--- src/rtl/pulse_tx_pkg.sv ---
package pulse_tx_pkg;
  // Default sizes shared by all transmitter modules
  localparam int unsigned DUR_W   = 16;  // symbol length field
  localparam int unsigned SCALE_W = 4;   // length scaled by 2**SCALE_W ticks
  localparam int unsigned DEPTH   = 16;  // queue entries

  typedef struct packed {
    logic             lvl;
    logic [DUR_W-1:0] dur;
  } tx_sym_t;
endpackage

--- src/rtl/pulse_tx_fifo.sv ---
module pulse_tx_fifo #(
  parameter int unsigned WIDTH = 17,
  parameter int unsigned DEPTH = 16,
  localparam int unsigned AW = (DEPTH > 1) ? $clog2(DEPTH) : 1,
  localparam int unsigned CW = $clog2(DEPTH + 1)
) (
  input  logic             clk,
  input  logic             rst,
  input  logic             push,
  input  logic [WIDTH-1:0] wdata,
  input  logic             pop,
  output logic [WIDTH-1:0] rdata,
  output logic [CW-1:0]    count,
  output logic             full,
  output logic             empty
);
  logic [WIDTH-1:0] mem [DEPTH];
  logic [AW-1:0]    wr_ptr, rd_ptr;
  logic             do_push, do_pop;

  assign full    = (count == CW'(DEPTH));
  assign empty   = (count == '0);
  assign do_push = push && !full;
  assign do_pop  = pop && !empty;
  assign rdata   = mem[rd_ptr];

  function automatic logic [AW-1:0] bump(input logic [AW-1:0] p);
    return (p == AW'(DEPTH - 1)) ? '0 : p + AW'(1);
  endfunction

  // Storage without reset so the array maps onto distributed RAM
  always_ff @(posedge clk) begin
    if (do_push) mem[wr_ptr] <= wdata;
  end

  always_ff @(posedge clk) begin
    if (rst) begin
      wr_ptr <= '0;
      rd_ptr <= '0;
      count  <= '0;
    end else begin
      if (do_push) wr_ptr <= bump(wr_ptr);
      if (do_pop)  rd_ptr <= bump(rd_ptr);
      count <= count + CW'(do_push) - CW'(do_pop);
    end
  end
endmodule

--- src/rtl/pulse_tx_seq.sv ---
module pulse_tx_seq #(
  parameter int unsigned DUR_W   = 16,
  parameter int unsigned SCALE_W = 4,
  localparam int unsigned CNT_W  = DUR_W + SCALE_W
) (
  input  logic             clk,
  input  logic             rst,
  input  logic             act,
  input  logic             avail,
  input  logic             sym_lvl,
  input  logic [DUR_W-1:0] sym_dur,
  output logic             take,
  output logic             lvl,
  output logic             busy
);
  logic [CNT_W-1:0] cnt;
  logic             last;

  // Fetch on the tick that would drain the counter: 16*N ticks per symbol
  assign last = (cnt <= CNT_W'(1));
  assign take = act && last && avail;

  always_ff @(posedge clk) begin
    if (rst) begin
      cnt  <= '0;
      lvl  <= 1'b0;
      busy <= 1'b0;
    end else if (act) begin
      if (last) begin
        if (avail) begin
          cnt  <= {sym_dur, {SCALE_W{1'b0}}};
          lvl  <= sym_lvl;
          busy <= 1'b1;
        end else begin
          cnt  <= '0;
          lvl  <= 1'b0;
          busy <= 1'b0;
        end
      end else begin
        cnt <= cnt - CNT_W'(1);
      end
    end
  end
endmodule

--- src/rtl/pulse_tx_carrier.sv ---
module pulse_tx_carrier #(
  parameter int unsigned PH_W = 4
) (
  input  logic            clk,
  input  logic            rst,
  input  logic            act,
  input  logic            restart,
  input  logic [PH_W-1:0] duty,
  output logic            hi
);
  localparam logic [PH_W-1:0] TOP = {PH_W{1'b1}};

  logic [PH_W-1:0] phase;
  logic [PH_W-1:0] eff;

  // The all-ones setting is reserved and folds onto the one below it
  assign eff = (duty == TOP) ? TOP - PH_W'(1) : duty;
  assign hi  = (phase <= eff);

  always_ff @(posedge clk) begin
    if (rst)          phase <= '0;
    else if (restart) phase <= '0;
    else if (act)     phase <= phase + PH_W'(1);
  end
endmodule

--- src/rtl/pulse_tx.sv ---
module pulse_tx
  import pulse_tx_pkg::*;
#(
  parameter int unsigned P_DUR_W   = DUR_W,
  parameter int unsigned P_SCALE_W = SCALE_W,
  parameter int unsigned P_DEPTH   = DEPTH,
  parameter bit          HAS_CARRIER = 1'b1,
  localparam int unsigned SYM_W = P_DUR_W + 1,
  localparam int unsigned CW    = $clog2(P_DEPTH + 1),
  localparam int unsigned HALF  = P_DEPTH / 2
) (
  input  logic                 clk,
  input  logic                 rst,
  input  logic                 tick,
  input  logic                 tx_en,
  input  logic                 mod_en,
  input  logic [P_SCALE_W-1:0] duty,
  input  logic                 irq_sel,
  input  logic                 wr_valid,
  input  logic [SYM_W-1:0]     wr_data,
  output logic                 fifo_full,
  output logic [CW-1:0]        fifo_count,
  output logic                 busy,
  output logic                 tx_out,
  output logic                 irq
);
  logic             act;
  logic [SYM_W-1:0] head;
  logic             q_empty;
  logic             seq_take;
  logic             seq_lvl;
  logic             car_hi;

  assign act = tick && tx_en;

  pulse_tx_fifo #(.WIDTH(SYM_W), .DEPTH(P_DEPTH)) i_fifo (
    .clk   (clk),
    .rst   (rst),
    .push  (wr_valid),
    .wdata (wr_data),
    .pop   (seq_take),
    .rdata (head),
    .count (fifo_count),
    .full  (fifo_full),
    .empty (q_empty)
  );

  pulse_tx_seq #(.DUR_W(P_DUR_W), .SCALE_W(P_SCALE_W)) i_seq (
    .clk     (clk),
    .rst     (rst),
    .act     (act),
    .avail   (!q_empty),
    .sym_lvl (head[SYM_W-1]),
    .sym_dur (head[P_DUR_W-1:0]),
    .take    (seq_take),
    .lvl     (seq_lvl),
    .busy    (busy)
  );

  generate
    if (HAS_CARRIER) begin : g_carrier
      pulse_tx_carrier #(.PH_W(P_SCALE_W)) i_car (
        .clk     (clk),
        .rst     (rst),
        .act     (act),
        .restart (seq_take),
        .duty    (duty),
        .hi      (car_hi)
      );
    end else begin : g_plain
      assign car_hi = 1'b1;
    end
  endgenerate

  // Registered pin and interrupt
  always_ff @(posedge clk) begin
    if (rst) begin
      tx_out <= 1'b0;
      irq    <= 1'b0;
    end else begin
      tx_out <= seq_lvl && (!mod_en || car_hi);
      irq    <= irq_sel ? (!busy || !tx_en) : (fifo_count <= CW'(HALF));
    end
  end
endmodule

--- config.mk ---
export PLATFORM = sky130hd
export DESIGN_NAME = pulse_tx
export DESIGN_NICKNAME = d
export VERILOG_FILES = /design/src/rtl/pulse_tx_pkg.sv /design/src/rtl/pulse_tx_fifo.sv /design/src/rtl/pulse_tx_seq.sv /design/src/rtl/pulse_tx_carrier.sv /design/src/rtl/pulse_tx.sv
export SDC_FILE = /design/constraint.sdc
export NUM_CORES = 1
export LEC_CHECK = 0
export ABC_AREA = 1
export BUFFER_PORTS_ARGS = -buffer_cell sky130_fd_sc_hd__buf_2
export CAP_MARGIN = 20
export CORE_MARGIN = 5
export CORE_UTILIZATION = 50
export CTS_CLUSTER_SIZE = 40
export DETAILED_ROUTE_END_ITERATION = 6
export PLACE_DENSITY = 0.64
export SYNTH_ARGS = -nofsm -noshare
export SYNTH_HDL_FRONTEND = slang
export SYNTH_HIERARCHICAL = 1
export SYNTH_SLANG_ARGS = --single-unit
--- constraint.sdc ---
create_clock -name clk -period 8.34 [get_ports clk]
set_clock_uncertainty 0.2 [all_clocks]
set_input_delay 1.251 -clock clk [delete_from_list [all_inputs] [get_ports clk]]
set_output_delay 1.251 -clock clk [all_outputs]
set_load 0.02 [all_outputs]
# Word-level counts from Yosys, hierarchy flattened
# Memory sizes are Yosys's and may differ from the RTL's. A register that Yosys moved wholly into a read port is not among the register bits.
# Index checks and enable logic that the tools add are counted.
[word_totals] register_bits=41 inputBits=28 mem_count=1 output_inout_bits=9 ramBits=272
[op_classes] n_reduce_logical=16 add_sub_neg=6 order_cmp=3 n_eq_ne=4 muxes=12
[memory_table] name="i_fifo.mem" words=16 word_bits=17 rd=1 rd_ports_with_merged_regs=1 write_ports=1 line_no="pulse_tx_fifo.sv:17" rtl="logic [WIDTH-1:0] mem [DEPTH];"
[op_table] op="20-bit two-way mux" n=2
[op_table] op="20-bit by 1-bit less-or-equal comparator with 1-bit output, second input constant" n=1
[op_table] op="4-bit two-way mux" n=5
[op_table] op="20-bit by 1-bit subtractor with 20-bit output, second input constant" n=1
[op_table] op="4-bit by 1-bit adder with 4-bit output, second input constant" n=3
[op_table] op="4-bit equality test, second input constant" n=3
[op_table] op="1-bit logical AND" n=6
[op_table] op="5-bit by 1-bit adder with 5-bit output" n=1
[op_table] op="5-bit equality test, second input constant" n=1
[op_table] op="5-bit by 4-bit less-or-equal comparator with 1-bit output, second input constant" n=1
[op_table] op="1-bit logical NOT" n=5
[op_table] op="5-bit logical NOT" n=1
[op_table] op="1-bit two-way mux" n=5
[op_table] op="5-bit by 1-bit subtractor with 5-bit output" n=1
[op_table] op="4-bit less-or-equal comparator" n=1
[op_table] op="1-bit logical OR" n=2
[op_table] op="2-bit AND reduction" n=1
[op_table] op="2-bit OR reduction" n=1

# Logic depth before layout (Yosys ltp)
[logic_depth] word_depth=6 mapped_depth=20

# Cells and area by module
# Netlist, hierarchy kept.
[modules_own_cells] mod="pulse_tx_fifo" area_each_um2=12263.0 seq_area_each_um2=8508.2 cells_per_inst=1143 instances=1
[modules_own_cells] mod="pulse_tx_seq" area_each_um2=1592.8 seq_area_each_um2=440.4 cells_per_inst=266 instances=1
[modules_own_cells] mod="pulse_tx_carrier" area_each_um2=291.5 seq_area_each_um2=80.1 cells_per_inst=45 instances=1
[modules_own_cells] mod="pulse_tx" area_each_um2=122.6 seq_area_each_um2=40.0 cells_per_inst=22 instances=1

# Worst setup path after synthesis
# OpenSTA, ideal clock, no wires.
[synth_path] path_kind="in2reg" from="input port tick" to="register i_fifo.count[4]" t_arrival_ns=3.152 setup_ns=0.113 required_time_ns=8.027 setup_slack_ns=4.875 path_stages=16 path_cell_list="nand2_1 inv_1 nand3_2 nor2_2 nand2_1 inv_1 ha_1 inv_1 ha_1 fa_1 nand2_1 nand2_1 a21oi_1 nand2_1 nand2_1 nor2_1"
[synth_via] elab_chain_cells=5
[synth_rtl] element="from (decl)" line_no="pulse_tx.sv:14" rtl="input logic tick,"
[synth_rtl] element="1-bit logical AND" line_no="pulse_tx.sv:34" rtl="assign act = tick && tx_en;"
[synth_rtl] element="net act" line_no="pulse_tx.sv:27" rtl="logic act;"
[synth_rtl] element="1-bit logical AND (2 in a row)" line_no="pulse_tx_seq.sv:21" rtl="assign take = act && last && avail;"
[synth_rtl] element="net seq_take" line_no="pulse_tx.sv:30" rtl="logic seq_take;"
[synth_rtl] element="1-bit logical AND" line_no="pulse_tx_fifo.sv:24" rtl="assign do_pop = pop && !empty;"
[synth_rtl] element="5-bit by 1-bit subtractor with 5-bit output" line_no="pulse_tx_fifo.sv:44" rtl="count <= count + CW'(do_push) - CW'(do_pop);"
[synth_rtl] element="to (signal assigned)" line_no="pulse_tx_fifo.sv:44"
[synth_rtl] element="to (decl)" line_no="pulse_tx_fifo.sv:13" rtl="output logic [CW-1:0] count,"
# The timed path passes the listed nets, and every way through them passes these cells.
# A chain may end at the register's enable or synchronous reset.

==> run_results.csv <==
group,metric,value,unit
timing,setup_viol,0,
timing,hold_violations,0,
setup_path,path_max_fanout,82,
synth,avgSynthCellArea,9.67,µm²
pwr,p_leak,0.00653,µW
pwr,pwr-share-seq,0.485,
timing,drv_slew,0,
grt,grt_usage,0.204,
routing,first_pass_iters,5,
timing,period_share,0.457,
synth,synth_seq_area_share,0.636,
synth,synth_ff_type,"edfxtp_1",
setup_path,cp-end-kind,"register",
pwr,power-per-cell-area,236,nW/µm²
final_layout,num-fill-cells,2408,
grt,busiest_layer,"met2",
final_layout,diodes,0,
routing,vias,9881,
pwr,p_sw,946,µW
timing,rsz0062_at_grt,"no",
grt,first_global_vias,9151,
setup_path,cp_slowest_cell,"dfxtp_4",
synth,synth_edf_count,272,
routing,drtIter0Drc,860,
timing,relSlewSlack,0.259,
grt,grt-ovfl-total,0,
routing,drc,0,
clock_tree,holdBufCountCts,0,
clock_tree,cts_max_level,2,
die,initial_core_util,0.509,
setup_path,arrival,4.01,ns
die,ios,37,
pwr,power.share.clock,0.394,
clock_tree,cts_buffer_depth,3,
final_layout,drive_gt1_frac,0.116,
synth,synth.largest_area_cell,"edfxtp_1",
grt,grt_use_met3,0.0428,
die,die_h,179,µm
pwr,switching_share,0.252,
clock_tree,tritoncts.num_buffers,35,
die,fp.dieW,179,µm
run_status,outcome,"completed",
routing,avgRoutedWirePerCell,17.0,µm
setup_path,cp_slowest_stage_delay,0.86,ns
clock_tree,cts_tree,"yes",
timing,tightest_slew,1.11,ns
placement,io_buffer_count,36,
routing,via_per_inst,5.18,
clock_tree,clk_latency,0.50,ns
synth,synth-async-reset-ratio,0,
grt,met2_usage,0.329,
synth,synth_cell_types,32,
grt,grt_max_degree,83,
synth,synth.most_common_cell,"nand2_1",
synth,synthTopCellsByCount,"nand2_1, edfxtp_1, nand3_1",
clock_tree,path_clk_slew,0.07,ns
clock_tree,cts.sinks,317,
final_layout,instances_no_fill,1907,
die,core_area,28000,µm²
setup_path,crit_type,"reg2reg",
pwr,internal-power,2800,µW
die,die_area,32000,µm²
clock_tree,root_buffer,"clkbuf_16",
grt,antenna_found_initial,0,
timing,tns,0,ns
routing,antenna_left,0,
pwr,p_comb_frac,0.121,
placement,post-place-cells,1839,
synth,syn_nets,1523,
setup_path,startpoint_type,"register",
synth,syn-instance-count,1476,
timing,fmax,0.262,GHz
flow_run,drv_cap,0,
pwr,vdd_drop_max,0.214,mV
timing,post-route-min-period,3.81,ns
synth,ys_ff_latch,317,
clock_tree,post_cts_buffers,0,
grt,use_met1,0.284,
routing,wl,32.4,mm
setup_path,worstPathCellList,"clkinv_2, buf_4, or2_2, nand2_1, nand3_1, nand3_1, nand2_1, nand2_1, nand3_1, nand2_1, inv_1",
die,fp-row-count,61,
synth,synthTopCellsByArea,"edfxtp_1, nand2_1, nand3_1",
setup_path,critPathRequiredTime,8.54,ns
placement,gp_congestion,0.864,
final_layout,area_growth_syn_to_layout,11.5,%
placement,pre_cts_slack,4.28,ns
synth,yosys_warnings,6,
setup_path,cpMostUsedCell,"nand2_1",
synth,synth_top_area_share,0.572,
placement,dp_hpwl,19.5,mm
timing,worst_slack,4.53,ns
hold_path,hold_class,"reg2reg",
clock_tree,cts_resized,0,
grt,grt_pass1_wl,50.8,mm
synth,netlist_area,14300,µm²
final_layout,final_nets,1550,
cells by family (layout without fill, tap and decap cells):
kind of cell | Yosys count | in the layout | share of synthesized area
flops | 317 | 317 | 0.636
xor+xnor | 4 | 4 | 0.00246
fa+ha+maj | 19 | 19 | 0.0172
buf+inv | 224 | 277 | 0.0657
compound gates | 69 | 69 | 0.0258
simple gates | 843 | 843 | 0.253
cell type report:
cell class | count | area, µm² | share of cell area
Clock buffer | 48 | 977 | 0.0614
Clock inverter | 15 | 131 | 0.00825
Inverter | 163 | 613 | 0.0385
Multi-Input combinational cell | 935 | 4300 | 0.270
Sequential cell | 317 | 9070 | 0.570
Tap cell | 378 | 473 | 0.0297
Timing Repair Buffer | 51 | 347 | 0.0218
routing by layer:
layer,part of all wire,vias up
met2,0.46,278
met3,0.068,47
met4,0.021,0
met1,0.45,4664
li1,-,4892
met5,0,-
critical path, delay by kind of cell (launching register included):
family | cells | cell delay [ns]
simple gates | 8 | 1.10
buf+inv | 3 | 1.51
flops | 1 | 0.86
flip-flops by register name, summed over array words and instances (netlist names), named ones only:
name,flops
i_fifo/count,5
i_seq/lvl,1
i_fifo/mem,272
g_carrier.i_car/phase,4
i_seq/busy,1
i_fifo/wr_ptr,4
i_seq/cnt,20
tx_out,1
irq,1
i_fifo/rd_ptr,4
worst paths after layout:
| check | cells past startpoint | slack, ns | to | startpoint |
|---|---|---|---|---|
| worst max-delay path | 11 | 4.53 | i_seq/cnt[6] | register |
| worst min-delay path | 2 | 0.26 | tx_out | i_seq/lvl |
| worst max register to register | 11 | 4.53 | i_seq/cnt[6] | register |
| worst min register to register | 2 | 0.26 | tx_out | i_seq/lvl |
per-stage QoR:
stage          utilization  area [µm²]  hold slack [ns]  total power [µW]
3_5_place_dp         0.526       14700            0.258              2300
2_1_floorplan            -       14300            0.219              2150
4_1_cts              0.565       15800            0.264              3780
5_1_grt              0.568       15900            0.277              3910
6_report             0.568       15900            0.256              3750
3_3_place_gp         0.525       14700            0.254              2290
cells in the final DEF, fill, tap and decap left out, types with 2 or more instances in the layout:
| master | count |
|---|---|
| nand2_1 | 439 |
| edfxtp_1 | 272 |
| nand3_1 | 196 |
| inv_1 | 158 |
| nor2_1 | 128 |
| dfxtp_1 | 44 |
| clkbuf_16 | 37 |
| or2_2 | 36 |
| buf_2 | 36 |
| o21ai_0 | 32 |
| a21oi_1 | 25 |
| nor2_2 | 21 |
| ha_1 | 18 |
| clkbuf_1 | 10 |
| nand4_1 | 9 |
| buf_4 | 9 |
| clkinv_2 | 8 |
| nor2_4 | 6 |
| clkinv_1 | 5 |
| o21ai_1 | 5 |
| buf_8 | 4 |
| a21oi_2 | 4 |
| nand2_2 | 3 |
| o211ai_1 | 3 |
| xor2_1 | 3 |
| bufinv_16 | 2 |
| clkinvlp_4 | 2 |
| nor3_1 | 2 |
power by group through the flow:
stage	Combinational, µW	Sequential [µW]	Clock, µW
after floorplan	295	1850	0
after global placement	439	1850	0
after detailed placement	444	1850	0
after CTS	447	1820	1510
after global routing	510	1830	1580
final	454	1820	1480
Power figures use the tool's default switching activity.
